`config.mk`:
```
export PLATFORM = sky130hd
export DESIGN_NAME = irq_gather_top
export DESIGN_NICKNAME = d
export VERILOG_FILES = /design/src/rtl/irq_gather_pkg.sv /design/src/rtl/irq_gather_ctrl.sv /design/src/rtl/irq_gather_dp.sv /design/src/rtl/irq_gather_top.sv
export SDC_FILE = /design/constraint.sdc
export NUM_CORES = 1
export LEC_CHECK = 0
export BUFFER_PORTS_ARGS = -buffer_cell sky130_fd_sc_hd__buf_2
export CAP_MARGIN = 10
export CORE_ASPECT_RATIO = 0.75
export CORE_UTILIZATION = 25
export CTS_BUF_LIST = sky130_fd_sc_hd__clkbuf_16
export DETAILED_ROUTE_END_ITERATION = 16
export HOLD_SLACK_MARGIN = 0.05
export PLACE_DENSITY = 0.5
export SYNTH_ARGS = -nofsm -noshare
export SYNTH_HDL_FRONTEND = slang
export SYNTH_SLANG_ARGS = --single-unit
```
`constraint.sdc`:
```
create_clock -name clk -period 2 [get_ports clk]
set_input_delay 0.1 -clock clk [delete_from_list [all_inputs] [get_ports clk]]
set_output_delay 0.1 -clock clk [all_outputs]
set_load 0.05 [all_outputs]
```
`src/rtl/irq_gather_pkg.sv`:
```
package irq_gather_pkg;

  // Byte offsets on the register port
  localparam int unsigned OFS_STAT_LO = 32'h0020;
  localparam int unsigned OFS_STAT_HI = 32'h0022;
  localparam int unsigned OFS_MASK_LO = 32'h0030;
  localparam int unsigned OFS_MASK_HI = 32'h0032;
  localparam int unsigned OFS_DEVRST  = 32'h10D0;
  localparam int unsigned OFS_VERSION = 32'h1100;

  // Bit of the device-reset register wired to the Ethernet controller reset
  localparam int unsigned ETH_RST_BIT = 2;

  typedef enum logic [2:0] {
    RD_NONE,
    RD_STAT_LO,
    RD_STAT_HI,
    RD_MASK_LO,
    RD_MASK_HI,
    RD_DEVRST,
    RD_VERSION
  } rdSel_e;

  // Strobes from the decoder to the datapath
  typedef struct packed {
    logic   wrMaskLo;
    logic   wrMaskHi;
    logic   wrDevRst;
    logic   rdEn;
    rdSel_e rdSel;
  } strobe_t;

endpackage

```
`src/rtl/irq_gather_ctrl.sv`:
```
module irq_gather_ctrl
  import irq_gather_pkg::*;
#(
  parameter int ADDR_W = 13
) (
  input  logic [ADDR_W-1:0] busAddr,
  input  logic              busWrEn,
  input  logic              busRdEn,
  output strobe_t           strobe
);

  logic hitStatLo, hitStatHi, hitMaskLo, hitMaskHi, hitDevRst, hitVersion;

  assign hitStatLo  = (busAddr == ADDR_W'(OFS_STAT_LO));
  assign hitStatHi  = (busAddr == ADDR_W'(OFS_STAT_HI));
  assign hitMaskLo  = (busAddr == ADDR_W'(OFS_MASK_LO));
  assign hitMaskHi  = (busAddr == ADDR_W'(OFS_MASK_HI));
  assign hitDevRst  = (busAddr == ADDR_W'(OFS_DEVRST));
  assign hitVersion = (busAddr == ADDR_W'(OFS_VERSION));

  always_comb begin
    strobe          = '0;
    strobe.rdSel    = RD_NONE;
    strobe.rdEn     = busRdEn;
    // Status and version offsets take no write strobe
    strobe.wrMaskLo = busWrEn && hitMaskLo;
    strobe.wrMaskHi = busWrEn && hitMaskHi;
    strobe.wrDevRst = busWrEn && hitDevRst;
    if (hitStatLo)       strobe.rdSel = RD_STAT_LO;
    else if (hitStatHi)  strobe.rdSel = RD_STAT_HI;
    else if (hitMaskLo)  strobe.rdSel = RD_MASK_LO;
    else if (hitMaskHi)  strobe.rdSel = RD_MASK_HI;
    else if (hitDevRst)  strobe.rdSel = RD_DEVRST;
    else if (hitVersion) strobe.rdSel = RD_VERSION;
  end

endmodule

```
`src/rtl/irq_gather_dp.sv`:
```
module irq_gather_dp
  import irq_gather_pkg::*;
#(
  parameter int          REG_W       = 16,
  parameter int          SYNC_STAGES = 2,
  parameter logic [7:0]  CPU_REV     = 8'h01,
  parameter logic [7:0]  BASE_REV    = 8'h01
) (
  input  logic                 clk,
  input  logic                 rstN,
  input  strobe_t              strobe,
  input  logic [REG_W-1:0]     busWrData,
  input  logic [2*REG_W-1:0]   irqSrc,
  output logic [REG_W-1:0]     busRdData,
  output logic                 irqN,
  output logic                 ethRst
);

  localparam int NUM_SRC = 2 * REG_W;
  localparam int REV_W   = REG_W / 2;

  logic [SYNC_STAGES-1:0][NUM_SRC-1:0] syncQ;
  logic [REG_W-1:0] statusLo, statusHi;
  logic [REG_W-1:0] maskLo, maskHi;
  logic [REG_W-1:0] devRst;
  logic [NUM_SRC-1:0] pendVec;
  logic [REG_W-1:0] rdMux;

  // Synchroniser chain per source
  always_ff @(posedge clk or negedge rstN) begin
    if (!rstN) syncQ[0] <= '0;
    else       syncQ[0] <= irqSrc;
  end

  for (genvar s = 1; s < SYNC_STAGES; s++) begin : g_sync
    always_ff @(posedge clk or negedge rstN) begin
      if (!rstN) syncQ[s] <= '0;
      else       syncQ[s] <= syncQ[s-1];
    end
  end

  assign statusLo = syncQ[SYNC_STAGES-1][REG_W-1:0];
  assign statusHi = syncQ[SYNC_STAGES-1][NUM_SRC-1:REG_W];

  // Mask and device-reset registers
  always_ff @(posedge clk or negedge rstN) begin
    if (!rstN) begin
      maskLo <= '1;
      maskHi <= '1;
      devRst <= '0;
    end else begin
      if (strobe.wrMaskLo) maskLo <= busWrData;
      if (strobe.wrMaskHi) maskHi <= busWrData;
      if (strobe.wrDevRst) devRst <= busWrData;
    end
  end

  assign ethRst  = devRst[ETH_RST_BIT];
  assign pendVec = {statusHi, statusLo} & ~{maskHi, maskLo};

  // Registered, active-low combined interrupt
  always_ff @(posedge clk or negedge rstN) begin
    if (!rstN) irqN <= 1'b1;
    else       irqN <= ~(|pendVec);
  end

  always_comb begin
    case (strobe.rdSel)
      RD_STAT_LO: rdMux = statusLo;
      RD_STAT_HI: rdMux = statusHi;
      RD_MASK_LO: rdMux = maskLo;
      RD_MASK_HI: rdMux = maskHi;
      RD_DEVRST:  rdMux = devRst;
      RD_VERSION: rdMux = {CPU_REV[REV_W-1:0], BASE_REV[REV_W-1:0]};
      default:    rdMux = '0;
    endcase
  end

  always_ff @(posedge clk or negedge rstN) begin
    if (!rstN)            busRdData <= '0;
    else if (strobe.rdEn) busRdData <= rdMux;
    else                  busRdData <= '0;
  end

endmodule

```
`src/rtl/irq_gather_top.sv`:
```
module irq_gather_top
  import irq_gather_pkg::*;
#(
  parameter int         ADDR_W      = 13,
  parameter int         REG_W       = 16,
  parameter int         SYNC_STAGES = 2,
  parameter logic [7:0] CPU_REV     = 8'h01,
  parameter logic [7:0] BASE_REV    = 8'h01
) (
  input  logic                 clk,
  input  logic                 rstN,
  input  logic [ADDR_W-1:0]    busAddr,
  input  logic                 busWrEn,
  input  logic                 busRdEn,
  input  logic [REG_W-1:0]     busWrData,
  output logic [REG_W-1:0]     busRdData,
  input  logic [2*REG_W-1:0]   irqSrc,
  output logic                 irqN,
  output logic                 ethRst
);

  strobe_t strobe;

  irq_gather_ctrl #(.ADDR_W(ADDR_W)) u_ctrl (
    .busAddr (busAddr),
    .busWrEn (busWrEn),
    .busRdEn (busRdEn),
    .strobe  (strobe)
  );

  irq_gather_dp #(
    .REG_W       (REG_W),
    .SYNC_STAGES (SYNC_STAGES),
    .CPU_REV     (CPU_REV),
    .BASE_REV    (BASE_REV)
  ) u_dp (
    .clk       (clk),
    .rstN      (rstN),
    .strobe    (strobe),
    .busWrData (busWrData),
    .irqSrc    (irqSrc),
    .busRdData (busRdData),
    .irqN      (irqN),
    .ethRst    (ethRst)
  );

endmodule

```
==> flow_summary.toml <==
[run_status]
status = "finished, final reports clean"

[floorplan]
pin_count = 83
start_util = 0.259
core_um2 = 19700
die_w_um = 167
fp.dieArea_um2 = 20900
num_rows = 44
die_h_um = 126

[clock_network]
numCtsBuffers = 17
cts_max_path_buffers = 2
clk_latency_ps = 420
cts_root_buf = "clkbuf_16"
cts_setup_buffers = 0
cts_sinks = 129
cts_tree = "built"
htreeDepth = 4
clkSlewWorstSetupHoldPaths_ps = 60

[synthesis]
synth_nets = 441
synthMuxAreaShare = 0.118
synthCells = 376
ys_async_sr_fraction = 1.00
synth-xor-area-share = 0
synth_edf_count = 0
syn-cell-area_um2 = 5090
synthFlopType = "dfrtp_1"
synth_top_family_by_area = "multiplexers"
synth_compound_area_frac = 0.100
ys_types = 30
avgSynthCellArea_um2 = 13.5
seq_area_frac_synth = 0.642
synth-simple-area-share = 0.0986
ys_warn_count = 0
synth_seq_cells = 129
synthAdderAreaFrac = 0

[power_and_ir_drop]
vdd_drop_max_mv = 0.538
p_per_area_nw_per_um2 = 872
p_leak_uw = 0.00304

[routing]
vias_per_cell = 4.74
vias = 3772
drt-initial-drc-count = 263
post-route-drc-count = 0
ant_nets = 0
wl_per_cell_um = 17.8
wl_um = 14200
drt_first_pass_iters = 5

[critical_path]
startpoint = "busAddr[1]"
rr_worst_depth = 4
max_stage_delay_ps = 420
startpoint_type = "primary input"
crit_slowest_cell = "mux2_4"
endpoint = "u_dp.devRst[7]"
path_cells = "buf_2 > nor4_4 > nand2_2 > and4bb_2 > nand2_2 > mux2_4"
r2r-end = "u_dp.irqN"
r2r_slack_ps = 620
critPathMaxFanout = 16
cp.arrival_ps = 1750
cpMostUsedCell = "nand2_2"
worstSetupPathType = "in -> reg"
required_ps = 2290
crit_path_end_kind = "flip-flop"
worstReg2RegStart = "u_dp.maskLo[11]"

[placed_design]
gp_congestion = 0.794
place_area_um2 = 5930
dp_cells = 714
dpl.hpwl_um = 9550
io_buffers = 82

[layout]
layout.cells.non_filler = 795
n_antenna_cell = 0
fin_util = 0.357
final_cell_mix = "96 x dfrtp_1, 81 x buf_2, 49 x dlygate4sd3_1"
finalNetCount = 594
drive_gt1_frac = 0.411
syn2layout_area_growth_pct = 37.7
final_cell_area_um2 = 7010
final_common_cell = "dfrtp_1"

[timing]
setup_tns_ps = 0
fmax_mhz = 688
worst_slew_pin_slew_ps = 530
rsz0062_at_grt = "no"
post-route-period-util = 0.727
setup_viol = 0
hold_viol_final = 0
drv_slew = 0
slew_headroom = 0.646
finClkSkew_ps = 11.7
min_period_ps = 1450

[grt]
gr-total-overflow = 0
grt_pass1_wl_um = 22700
grt.total_usage = 0.145
grt_pass1_vias = 4023
grt_max_degree = 41
antenna_found_initial = 0

[run]
cap_violations = 0

[min_path]
hp-class = "in -> async"
[metrics by stage]
| stage | setup WS (ps) | hold WS [ps] | power [uW] |
|---|---|---|---|
| after floorplan | 151 | -196 | 2820 |
| after global placement | 166 | 58.4 | 3010 |
| after global routing | 514 | 177 | 6360 |
| after CTS | 565 | 160 | 6190 |
| after detailed placement | 144 | 66.1 | 3020 |
| final | 547 | 155 | 6110 |
[cells in the mapped netlist (all sizes together) (2+ instances only)]
cell	number	area (um2)
dfrtp	96	2400
mux2	50	601
dfstp	33	867
inv	33	124
a21oi	31	155
nand4b	31	272
o22ai	28	175
a22oi	14	105
clkbuf	14	52.6
nor2	9	33.8
nand2	5	23.8
a221oi	4	35.0
buf	4	32.5
nand3	4	20.0
nor4	4	55.1
nor3	3	20.0
a22o	2	17.5
a32oi	2	17.5
nand3b	2	15.0
nor2b	2	12.5
[per-layer routing]
layer | wire length (um) | share of wire | global-route usage
met1 | 6500 | 0.46 | 0.194
met2 | 6560 | 0.46 | 0.222
met5 | 0 | 0 | 0
met4 | 138 | 0.0097 | 0.0485
met3 | 968 | 0.068 | 0.0456
[timing repair]
item	in CTS	in global routing
hold buffers	49	0
hold endpoints to repair	162	0
gates resized for setup	0	0
[how the worst min path moves through the flow]
stage                     from                 to  cells after the start  slack, ps
after floorplan           rstN  u_dp.busRdData[0]                      0       -200
after global placement    rstN     u_dp.syncQ[25]                      1         60
after detailed placement  rstN      u_dp.syncQ[9]                      1         70
after CTS                 rstN      u_dp.syncQ[9]                      2        160
after global routing      rstN      u_dp.syncQ[9]                      2        180
final                     rstN      u_dp.syncQ[1]                      2        150
[report_power, final]
part / total (uW) / switching [uW] / internal (uW)
Combinational: 320 / 161 / 159
Sequential: 2720 / 40.2 / 2680
Clock: 3060 / 1220 / 1850
[layout make-up]
type,count,area (um2)
inverters,33,124
clock inverters,15,161
clock buffers,17,425
flip-flops and latches,129,3270
well taps,253,317
multi-input cells,196,1610
fillers,1888,12600
repair buffers,152,1100
[critical path, delay by kind of cell]
family / cells / cell delay [ps]
and+or+nand+nor: 4 / 1090
buffers and inverters: 1 / 120
muxes: 1 / 420
[state kept, by name (all words and copies together), names as in the netlist]
signal	flops
u_dp.devRst	16
u_dp.busRdData	16
u_dp.syncQ	32
u_dp.statusHi	16
u_dp.maskHi	16
u_dp.statusLo	16
u_dp.maskLo	16
u_dp.irqN	1
[kinds of logic after synthesis]
family	count (synthesis)
and+or+nand+nor	64
DFF	129
buffers and inverters	51
AOI/OAI and AO/OA	82
muxes	50
(Power assumes the default switching activity.)
